**src/rtl/uft_pkg.sv**
```systemverilog
package uft_pkg;

  typedef enum logic [2:0] {
    ST_IDLE,
    ST_START,
    ST_DATA,
    ST_PAR,
    ST_STOP,
    ST_HALF
  } uft_state_e;

  typedef struct packed {
    logic       par_stick;
    logic       par_odd;
    logic       par_en;
    logic       stop_long;
    logic [1:0] wlen;
  } uft_fmt_t;

  function automatic uft_fmt_t uft_decode(input logic [5:0] w);
    uft_fmt_t f;
    f.wlen      = w[1:0];
    f.stop_long = w[2];
    f.par_en    = w[3];
    f.par_odd   = w[4];
    f.par_stick = w[5];
    return f;
  endfunction

endpackage

```
**src/rtl/uft_fmt_hold.sv**
```systemverilog
module uft_fmt_hold
  import uft_pkg::*;
#(
  parameter int MAX_BITS = 8,
  parameter int CW       = 4
) (
  input  logic                clk,
  input  logic                rst,
  input  logic                load,
  input  logic [5:0]          fmt_in,
  input  logic [MAX_BITS-1:0] data_in,
  output logic [MAX_BITS-1:0] data_q,
  output logic [CW-1:0]       nbits_q,
  output logic                par_en_q,
  output logic                stop_long_q,
  output logic                par_bit_q
);
  localparam int MIN_BITS = MAX_BITS - 3;

  uft_fmt_t            f_in;
  logic [CW-1:0]       len_in;
  logic [MAX_BITS-1:0] mask_in;
  logic [MAX_BITS-1:0] data_m;
  logic                par_calc;

  assign f_in   = uft_decode(fmt_in);
  assign len_in = CW'(MIN_BITS) + CW'(f_in.wlen);

  for (genvar i = 0; i < MAX_BITS; i++) begin : g_mask
    assign mask_in[i] = (CW'(i) < len_in);
  end

  assign data_m = data_in & mask_in;

  always_comb begin
    if (f_in.par_stick) par_calc = ~f_in.par_odd;
    else                par_calc = (^data_m) ^ f_in.par_odd;
  end

  always_ff @(posedge clk) begin
    if (rst) begin
      data_q      <= '0;
      nbits_q     <= CW'(MIN_BITS);
      par_en_q    <= 1'b0;
      stop_long_q <= 1'b0;
      par_bit_q   <= 1'b0;
    end else if (load) begin
      data_q      <= data_m;
      nbits_q     <= len_in;
      par_en_q    <= f_in.par_en;
      stop_long_q <= f_in.stop_long;
      par_bit_q   <= par_calc;
    end
  end
endmodule

```
**src/rtl/uft_half_timer.sv**
```systemverilog
module uft_half_timer #(
  parameter int HALF_TICKS = 8
) (
  input  logic clk,
  input  logic rst,
  input  logic start,
  input  logic tick,
  output logic done
);
  localparam int HW = (HALF_TICKS > 1) ? $clog2(HALF_TICKS) : 1;

  logic [HW-1:0] cnt_q;
  logic          act_q;

  assign done = act_q && tick && (cnt_q == HW'(HALF_TICKS - 1));

  always_ff @(posedge clk) begin
    if (rst) begin
      cnt_q <= '0;
      act_q <= 1'b0;
    end else if (start) begin
      cnt_q <= '0;
      act_q <= 1'b1;
    end else if (done) begin
      cnt_q <= '0;
      act_q <= 1'b0;
    end else if (act_q && tick) begin
      cnt_q <= cnt_q + 1'b1;
    end
  end
endmodule

```
**src/rtl/uft_seq.sv**
```systemverilog
module uft_seq
  import uft_pkg::*;
#(
  parameter int MAX_BITS = 8,
  parameter int CW       = 4
) (
  input  logic                clk,
  input  logic                rst,
  input  logic                bit_en,
  input  logic                half_done,
  input  logic                tx_valid,
  input  logic                brk,
  input  logic [MAX_BITS-1:0] data_q,
  input  logic [CW-1:0]       nbits,
  input  logic                par_en,
  input  logic                stop_long,
  input  logic                par_bit,
  output logic                tx_ready,
  output logic                accept,
  output logic                half_start,
  output logic                txd
);
  uft_state_e          st_q, st_n;
  logic [MAX_BITS-1:0] sh_q, sh_n;
  logic [CW-1:0]       cnt_q, cnt_n;
  logic                line_n;
  logic                txd_q;

  assign tx_ready = (st_q == ST_IDLE);
  assign accept   = tx_valid && tx_ready;
  assign txd      = txd_q;

  always_comb begin
    st_n       = st_q;
    sh_n       = sh_q;
    cnt_n      = cnt_q;
    half_start = 1'b0;
    case (st_q)
      ST_IDLE:  if (tx_valid) st_n = ST_START;
      ST_START: if (bit_en) begin
        st_n  = ST_DATA;
        sh_n  = data_q;
        cnt_n = '0;
      end
      ST_DATA:  if (bit_en) begin
        sh_n = sh_q >> 1;
        if (cnt_q == nbits - 1'b1) st_n = par_en ? ST_PAR : ST_STOP;
        else                       cnt_n = cnt_q + 1'b1;
      end
      ST_PAR:   if (bit_en) st_n = ST_STOP;
      ST_STOP:  if (bit_en) begin
        if (stop_long) begin
          st_n       = ST_HALF;
          half_start = 1'b1;
        end else begin
          st_n = ST_IDLE;
        end
      end
      ST_HALF:  if (half_done) st_n = ST_IDLE;
      default:  st_n = ST_IDLE;
    endcase
  end

  always_comb begin
    case (st_n)
      ST_START: line_n = 1'b0;
      ST_DATA:  line_n = sh_n[0];
      ST_PAR:   line_n = par_bit;
      default:  line_n = 1'b1;
    endcase
  end

  always_ff @(posedge clk) begin
    if (rst) begin
      st_q  <= ST_IDLE;
      sh_q  <= '0;
      cnt_q <= '0;
      txd_q <= 1'b1;
    end else begin
      st_q  <= st_n;
      sh_q  <= sh_n;
      cnt_q <= cnt_n;
      txd_q <= brk ? 1'b0 : line_n;
    end
  end
endmodule

```
**src/rtl/uart_frame_tx.sv**
```systemverilog
module uart_frame_tx #(
  parameter int MAX_BITS   = 8,
  parameter int HALF_TICKS = 8
) (
  input  logic                clk,
  input  logic                rst,
  input  logic                tick16,
  input  logic                bit_en,
  input  logic [6:0]          fmt,
  input  logic [MAX_BITS-1:0] tx_data,
  input  logic                tx_valid,
  output logic                tx_ready,
  output logic                txd
);
  localparam int CW = $clog2(MAX_BITS + 1);

  logic                accept;
  logic                half_start;
  logic                half_done;
  logic [MAX_BITS-1:0] data_q;
  logic [CW-1:0]       nbits_q;
  logic                par_en_q;
  logic                stop_long_q;
  logic                par_bit_q;

  uft_fmt_hold #(.MAX_BITS(MAX_BITS), .CW(CW)) u_hold (
    .clk         (clk),
    .rst         (rst),
    .load        (accept),
    .fmt_in      (fmt[5:0]),
    .data_in     (tx_data),
    .data_q      (data_q),
    .nbits_q     (nbits_q),
    .par_en_q    (par_en_q),
    .stop_long_q (stop_long_q),
    .par_bit_q   (par_bit_q)
  );

  uft_half_timer #(.HALF_TICKS(HALF_TICKS)) u_half (
    .clk   (clk),
    .rst   (rst),
    .start (half_start),
    .tick  (tick16),
    .done  (half_done)
  );

  uft_seq #(.MAX_BITS(MAX_BITS), .CW(CW)) u_seq (
    .clk        (clk),
    .rst        (rst),
    .bit_en     (bit_en),
    .half_done  (half_done),
    .tx_valid   (tx_valid),
    .brk        (fmt[6]),
    .data_q     (data_q),
    .nbits      (nbits_q),
    .par_en     (par_en_q),
    .stop_long  (stop_long_q),
    .par_bit    (par_bit_q),
    .tx_ready   (tx_ready),
    .accept     (accept),
    .half_start (half_start),
    .txd        (txd)
  );
endmodule

```
**config.mk**
```make
export PLATFORM = sky130hd
export DESIGN_NAME = uart_frame_tx
export DESIGN_NICKNAME = d
export VERILOG_FILES = /design/src/rtl/uft_pkg.sv /design/src/rtl/uft_fmt_hold.sv /design/src/rtl/uft_half_timer.sv /design/src/rtl/uft_seq.sv /design/src/rtl/uart_frame_tx.sv
export SDC_FILE = /design/constraint.sdc
export NUM_CORES = 1
export LEC_CHECK = 0
export BUFFER_PORTS_ARGS = -buffer_cell sky130_fd_sc_hd__buf_2
export CAP_MARGIN = 20
export CORE_MARGIN = 10
export CORE_UTILIZATION = 50
export DETAILED_ROUTE_END_ITERATION = 12
export GPL_TIMING_DRIVEN = 0
export PLACE_DENSITY = 0.7
export REMOVE_ABC_BUFFERS = 1
export SYNTH_ARGS = -nofsm -noshare
export SYNTH_HDL_FRONTEND = slang
export SYNTH_SLANG_ARGS = --single-unit
export TNS_END_PERCENT = 5
```
**constraint.sdc**
```tcl
create_clock -name clk -period 1.9 [get_ports clk]
set_input_delay 0.38 -clock clk [delete_from_list [all_inputs] [get_ports clk]]
set_output_delay 0.38 -clock clk [all_outputs]
set_load 0.05 [all_outputs]
```
==> metrics.txt, run 1 <==
status=finished, final reports clean; max-cap violation count=0; instance area at placement=1930 um2; number of hold violations in the final report=0; All-Layer GR Usage=approximately an eighth; antenna fix cells=0; Worst IR Drop VDD=between 0.4 and 0.5 mV; hpwl dp=about 2.6 mm; H-tree level count=2; startpoint type of the worst setup path=flop; CTS Buf Count=5; detailed-route DRC error count=0; capture point of the worst path=u_seq.txd; static leakage=around 0.82 nW; ranking of synthesized cells by area=sky130_fd_sc_hd__dfxtp_1 (38%), sky130_fd_sc_hd__a21oi_1 (8.2%), sky130_fd_sc_hd__nand2_1 (6.5%), sky130_fd_sc_hd__ha_1 (4.8%), sky130_fd_sc_hd__xnor2_1 (3.8%); RSZ-0062 raised after global routing=true; Fmax=0.535 GHz; number of antenna violations at the first check in global routing=0; First-pass DRT Iterations=4; cell count after placement=between 200 and 300; overall die area=around 6500 um2; number of DRC violations after detailed-routing iteration 0=approximately 190; Crit Path Category=flop to flop; required time reported for the critical path endpoint=just over 2 ns; routed wire length=~4.0 mm; number of top-level design ports=22; area used by multi-input combinational logic=between 1000 and 1500 um2; hold slack=0.337 ns; fraction of synthesized cell area taken by the top area cell type=about two fifths; cell count of the worst reg-to-reg path=8; Post-Route Skew=0.00553 ns; routed len/inst=~14 um; maximum cell stage delay along the critical path=~0.37 ns; post-synthesis instance total=219; worst slack at placement=-0.202 ns; share of post-route cells with drive strength above 1=roughly 20%; post-route worst setup slack=just over 0.03 ns; global-route wire length before repair=~6.5 mm; via count of the first global-routing pass=roughly 1.4k; PD cells=about 800 nW/um2; Net count, final=between 200 and 300; number of nets still failing antenna checks after routing=0; period utilisation layout=a little over nine tenths; Critical Path Sink Type=flop; Worst R2R Setup Slack=roughly 0.03 ns; most area-hungry cell type in the Yosys netlist=sky130_fd_sc_hd__dfxtp_1; clock buffer depth=2; Max Fanout on Critical Path=7; netlist area before placement=1840 um2; leading cell type in the layout, fill and taps excluded=sky130_fd_sc_hd__nand2_1; Non-Filler Cell Area, Final=around 2100 um2; total of endpoints with negative setup slack in the final report=0; launch instance of the worst register-to-register path=u_hold.nbits_q[0]; Min Clock Period, post-route=roughly 1.9 ns; worst-skew pair later-pin latency=about 0.27 ns; cell with the largest stage delay on the worst path=sky130_fd_sc_hd__dfxtp_4; number of cell rows=21; path category of the worst min-delay check=primary input to flop; pin count of the biggest net entering global routing=38; Slew @ Worst Pin=between 0.6 and 0.7 ns; yosys synthesis warning count=0; clock tree from TritonCTS=yes; commonest cells after routing, fill and taps aside=sky130_fd_sc_hd__nand2_1 (32), sky130_fd_sc_hd__a21oi_1 (30), sky130_fd_sc_hd__dfxtp_1 (30); number of synthesized register bits=35; post-CTS clock slew at the launch and capture registers of the worst setup and hold paths=about 0.070 ns; number of library cell types mapped by synthesis=43; Slew headroom=around 56%; vias=roughly 1.6k; effective utilization at floorplan=53.5%; final weighted congestion in routability-driven placement=~0.85; fill cell count=313; count of buffers inserted at the top-level ports=21; Sequential cell area=about 710 um2; cell chosen for the clock root=sky130_fd_sc_hd__clkbuf_8; Pins Over Slew Limit=0; worst-path cell chain=inv_2, ha_4, xor2_1, nand3_1, or2_4, nor2_4, a311oi_1, o311ai_1; FF-to-FF End=u_seq.txd; number of standard cells in the layout, taps in and fillers out=around 280; Horiz. Die Dim=roughly 80 um; detailed-route vias per instance=about 5.6; synthesized area divided by synthesized cell count=around 8.4 um2; CP startpoint=u_hold.nbits_q[0]; Num Clock Sinks=35; CP arrival=around 2 ns; DIE HEIGHT=80.7 um; Area growth syn-to-layout=13.4%; sum of overflow across all layers after global routing=0; core area=~3400 um2; portion of the post-synthesis area used by sequential elements=between 30% and 40%
## sequential cells by signal (all words and copies together) (netlist names)
signal              flops
u_half.cnt_q            3
u_seq.txd               1
u_hold.par_en_q         1
u_hold.stop_long_q      1
u_seq.st_q              3
u_hold.nbits_q          4
u_half.act_q            1
u_seq.cnt_q             4
u_seq.sh_q              8
u_hold.data_q           8
u_hold.par_bit_q        1
## synthesized netlist by cell type
cell and count:
sky130_fd_sc_hd__dfxtp_1 35, sky130_fd_sc_hd__nand2_1 32, sky130_fd_sc_hd__a21oi_1 30, sky130_fd_sc_hd__nor2_1 17, sky130_fd_sc_hd__nor3_1 9, sky130_fd_sc_hd__a22oi_1 8
sky130_fd_sc_hd__nand3_1 8, sky130_fd_sc_hd__xnor2_1 8, sky130_fd_sc_hd__ha_1 7, sky130_fd_sc_hd__inv_1 6, sky130_fd_sc_hd__clkbuf_1 5, sky130_fd_sc_hd__xor2_1 5
sky130_fd_sc_hd__nand3b_1 4, sky130_fd_sc_hd__o21ai_0 4, sky130_fd_sc_hd__buf_4 3, sky130_fd_sc_hd__buf_6 3, sky130_fd_sc_hd__nor2b_1 3, sky130_fd_sc_hd__nor3b_1 3
sky130_fd_sc_hd__a31oi_1 2, sky130_fd_sc_hd__and4bb_2 2, sky130_fd_sc_hd__nand2b_1 2, sky130_fd_sc_hd__o211ai_1 2, sky130_fd_sc_hd__a211o_2 1, sky130_fd_sc_hd__a22o_1 1
sky130_fd_sc_hd__a311oi_1 1, sky130_fd_sc_hd__a41oi_1 1, sky130_fd_sc_hd__and2_1 1, sky130_fd_sc_hd__and2b_1 1, sky130_fd_sc_hd__and3_1 1, sky130_fd_sc_hd__buf_1 1
sky130_fd_sc_hd__buf_2 1, sky130_fd_sc_hd__mux2i_1 1, sky130_fd_sc_hd__nor2_4 1, sky130_fd_sc_hd__nor2_8 1, sky130_fd_sc_hd__nor4_1 1, sky130_fd_sc_hd__nor4_2 1
sky130_fd_sc_hd__nor4b_1 1, sky130_fd_sc_hd__nor4b_2 1, sky130_fd_sc_hd__o211a_1 1, sky130_fd_sc_hd__o311ai_0 1, sky130_fd_sc_hd__o311ai_1 1, sky130_fd_sc_hd__or2_1 1
sky130_fd_sc_hd__xnor3_1 1
## cell type report
| cell class | instances | share of cell area (%) |
|---|---|---|
| inverter | 6 | 1.08 |
| timing repair buffer | 24 | 6.12 |
| sequential | 35 | 34.0 |
| clock buffer | 8 | 4.80 |
| tap | 46 | 2.76 |
| multi-input combinational | 165 | 51.3 |
## power breakdown
group | total (mW) | leakage, nW | internal, mW | switching (mW)
logic | 0.296 | 0.479 | 0.121 | 0.174
clock network | 0.581 | 0.0515 | 0.331 | 0.250
registers | 0.800 | 0.287 | 0.767 | 0.0334
## kinds of logic after synthesis
logic type | Yosys count | synth area share [%]
buffers and inverters | 19 | 5.78
adder cells (fa/ha/maj) | 7 | 4.76
AO/OA/AOI/OAI | 53 | 17.5
XOR/XNOR | 14 | 7.41
multiplexers | 1 | 0.544
AND/OR/NAND/NOR | 90 | 26.0
flip-flops | 35 | 38.1
## layer usage
metal,share of wire [%],global-route usage (%),wire length (um)
met5,0,0,0
met4,0.33,2.77,13
met3,5.4,4.01,215
met2,47,19.2,1880
met1,47,15.5,1880
## worst min-delay path by stage
| stage | start | to | slack, ns | cells after the start |
|---|---|---|---|---|
| after floorplan | u_hold.data_q[6] | u_hold.data_q[6] | 0.43 | 2 |
| after global placement | u_hold.data_q[7] | u_hold.data_q[7] | 0.44 | 2 |
| after detailed placement | u_seq.sh_q[4] | u_seq.sh_q[4] | 0.45 | 2 |
| after CTS | fmt[2] | u_hold.stop_long_q | 0.33 | 3 |
| after global routing | fmt[2] | u_hold.stop_long_q | 0.35 | 3 |
| final | fmt[2] | u_hold.stop_long_q | 0.34 | 3 |
## timing repair
action | CTS | global route
buffers inserted | 1 | 2
pin swaps | 1 | 6
hold buffers | 0 | 0
cloned | 0 | 0
setup endpoints to repair | 1 | 5
endpoints found under the hold margin | 0 | 0
resized for setup | 4 | 10
## worst max-delay path, delay by kind of cell (launching register included)
family	cells	cell delay, ns
XOR/XNOR	1	0.13
AND/OR/NAND/NOR	3	0.59
buffers and inverters	1	0.05
AO/OA/AOI/OAI	2	0.37
flip-flops	1	0.37
adder cells (fa/ha/maj)	1	0.26
## through the flow
step | TNS, ns | power [mW] | utilization, %
floorplan | -7.85 | 0.990 | -
finish | 0 | 1.68 | 60.6
detailed placement | -0.202 | 1.09 | 56.0
global placement | -3.57 | 1.08 | 55.8
CTS | 0 | 1.67 | 59.5
global route | -0.0880 | 1.76 | 60.6
No activity file was read; power rests on OpenSTA's default activity.
==> run 2: changes to the inputs <==
--- a/config.mk
+++ b/config.mk
@@ -7,11 +7,13 @@
 export LEC_CHECK = 0
 export BUFFER_PORTS_ARGS = -buffer_cell sky130_fd_sc_hd__buf_2
 export CAP_MARGIN = 20
+export CELL_PAD_IN_SITES_DETAIL_PLACEMENT = 2
+export CELL_PAD_IN_SITES_GLOBAL_PLACEMENT = 2
 export CORE_MARGIN = 10
-export CORE_UTILIZATION = 50
+export CORE_UTILIZATION = 34
 export DETAILED_ROUTE_END_ITERATION = 12
 export GPL_TIMING_DRIVEN = 0
-export PLACE_DENSITY = 0.7
+export PLACE_DENSITY = 0.77
 export REMOVE_ABC_BUFFERS = 1
 export SYNTH_ARGS = -nofsm -noshare
 export SYNTH_HDL_FRONTEND = slang
==> run 2 against run 1 <==
Effect of this change:
- die area up 35%
- hold slack better by 0.0047 ns
- clock-buffer cell count down 2
- combinational power about the same
- utilization down 20 points
- final area up 1.4%
- sequential share of layout area down 0.66 points
- via count about the same
- clock power up 20%
- register-to-register slack about the same
==> metrics.txt, run 2 (synthesis results as in run 1) <==
antenna fix cells=0; power after layout=approximately 1.8 mW; CTS Buf Count=5; detailed-route vias per instance=approximately 5; RSZ-0062 raised after global routing=true; effective utilization at floorplan=35.6%; core area=just over 5000 um2; final weighted congestion in routability-driven placement=between 0.8 and 0.9; number of cell rows=26; post-CTS clock slew at the launch and capture registers of the worst setup and hold paths=roughly 0.070 ns; hpwl dp=3.60 mm; status=finished, final reports clean; Net count, final=approximately 260; met1 usage=14.4%; Area growth syn-to-layout=15.0%; sum of overflow across all layers after global routing=0; Worst IR Drop VDD=approximately 0.4 mV; startpoint type of the worst setup path=flop; Post-Route Skew=around 0.005 ns; GRT met3 Usage=between 3 and 4%; count of buffers inserted at the top-level ports=21; static leakage=0.826 nW; number of DRC violations after detailed-routing iteration 0=36; Fmax=0.537 GHz; period utilisation layout=about 100%; Slew headroom=a little over half; max-cap violation count=0; pin count of the biggest net entering global routing=38; Largest regs=u_hold.data_q x8, u_seq.sh_q x8; clock tree from TritonCTS=yes; number of antenna violations at the first check in global routing=0; First-pass DRT Iterations=4; Critical Path Sink Type=flop; via count of the first global-routing pass=~1.7k; overall die area=8760 um2; vias=1582; clock buffer depth=2; routed wire length=about 5 mm; accumulated negative setup slack=0 ns; detailed-route DRC error count=0; global-route wire length before repair=~8.5 mm; total of endpoints with negative setup slack in the final report=0; share of post-route cells with drive strength above 1=between 10% and 20%; Pins Over Slew Limit=0; H-tree level count=2; met2 track demand over resource=20.6%; number of top-level design ports=22; DIE HEIGHT=93.6 um; routed len/inst=about 16 um; commonest cells after routing, fill and taps aside=sky130_fd_sc_hd__nand2_1 (31), sky130_fd_sc_hd__dfxtp_1 (31), sky130_fd_sc_hd__a21oi_1 (30); Min Clock Period, post-route=1.86 ns; most congested layer reported by global routing=met2; path category of the worst min-delay check=primary input to flop; Max Fanout on Critical Path=7; worst-skew pair later-pin latency=0.28 ns; cell chosen for the clock root=sky130_fd_sc_hd__clkbuf_8; Slew @ Worst Pin=slightly below 0.7 ns; PD cells=roughly 850 nW/um2; number of nets still failing antenna checks after routing=0; number of buffers added to fix hold violations after cts=0; Num Clock Sinks=35; Horiz. Die Dim=between 90 and 100 um; All-Layer GR Usage=a little under an eighth; required time reported for the critical path endpoint=2.08 ns; CP arrival=between 2 and 2.5 ns; Crit Path Category=flop to flop; number of hold violations in the final report=0
[run 2: area by class of cell]
type | count | area [um2]
Inverter | 6 | 22.5
Clock buffer | 6 | 82.6
Sequential cell | 35 | 706
Tap cell | 70 | 87.6
Multi-Input combinational cell | 165 | 1060
Clock inverter | 2 | 35.0
Fill cell | 604 | 3060
Timing Repair Buffer | 23 | 124
[run 2: per-stage QoR]
stage	setup slack, ns	instance area, um2	utilization (%)	hold WS, ns	std cells
finish	0.0387	2120	40.9	0.341	307
global route	-0.0812	2120	40.9	0.339	307
CTS	0.00762	2110	40.8	0.342	307
detailed placement	-0.360	1970	38.1	0.452	298
global placement	-0.867	1950	37.7	0.444	297
floorplan	-0.731	1760	-	0.425	206
[run 2: worst max-delay path, stage by stage, from the launching register on]
cell,delay [ns]
sky130_fd_sc_hd__dfxtp_2,0.37
sky130_fd_sc_hd__inv_1,0.05
sky130_fd_sc_hd__ha_1,0.29
sky130_fd_sc_hd__xor2_1,0.13
sky130_fd_sc_hd__nand3_1,0.12
sky130_fd_sc_hd__or2_4,0.30
sky130_fd_sc_hd__nor2_4,0.13
sky130_fd_sc_hd__a311oi_1,0.07
sky130_fd_sc_hd__o311ai_1,0.30
[run 2: worst paths after layout]
kind	startpoint	end	slack, ns	cells past startpoint
max reg2reg	u_hold.nbits_q[0]	u_seq.txd	0.04	8
min	fmt[2]	u_hold.stop_long_q	0.34	3
max	u_hold.nbits_q[0]	u_seq.txd	0.04	8
min reg2reg	u_seq.sh_q[3]	u_seq.sh_q[3]	0.46	2
[run 2: what timing repair did]
action	CTS	global route
setup endpoints to repair	2	4
resized for setup	8	2
setup buffers	1	0
pin swaps	1	0
[run 2: per-layer routing]
layer,up-vias,routed length [um]
li1,795,-
met1,760,2360
met2,23,2370
met3,4,203
met4,0,40
met5,-,0
[run 2: power by group]
| part | leakage [nW] | switching (mW) | internal [mW] | total (mW) |
|---|---|---|---|---|
| sequential | 0.286 | 0.0359 | 0.766 | 0.802 |
| clock | 0.0612 | 0.275 | 0.425 | 0.699 |
| combinational | 0.479 | 0.181 | 0.116 | 0.297 |
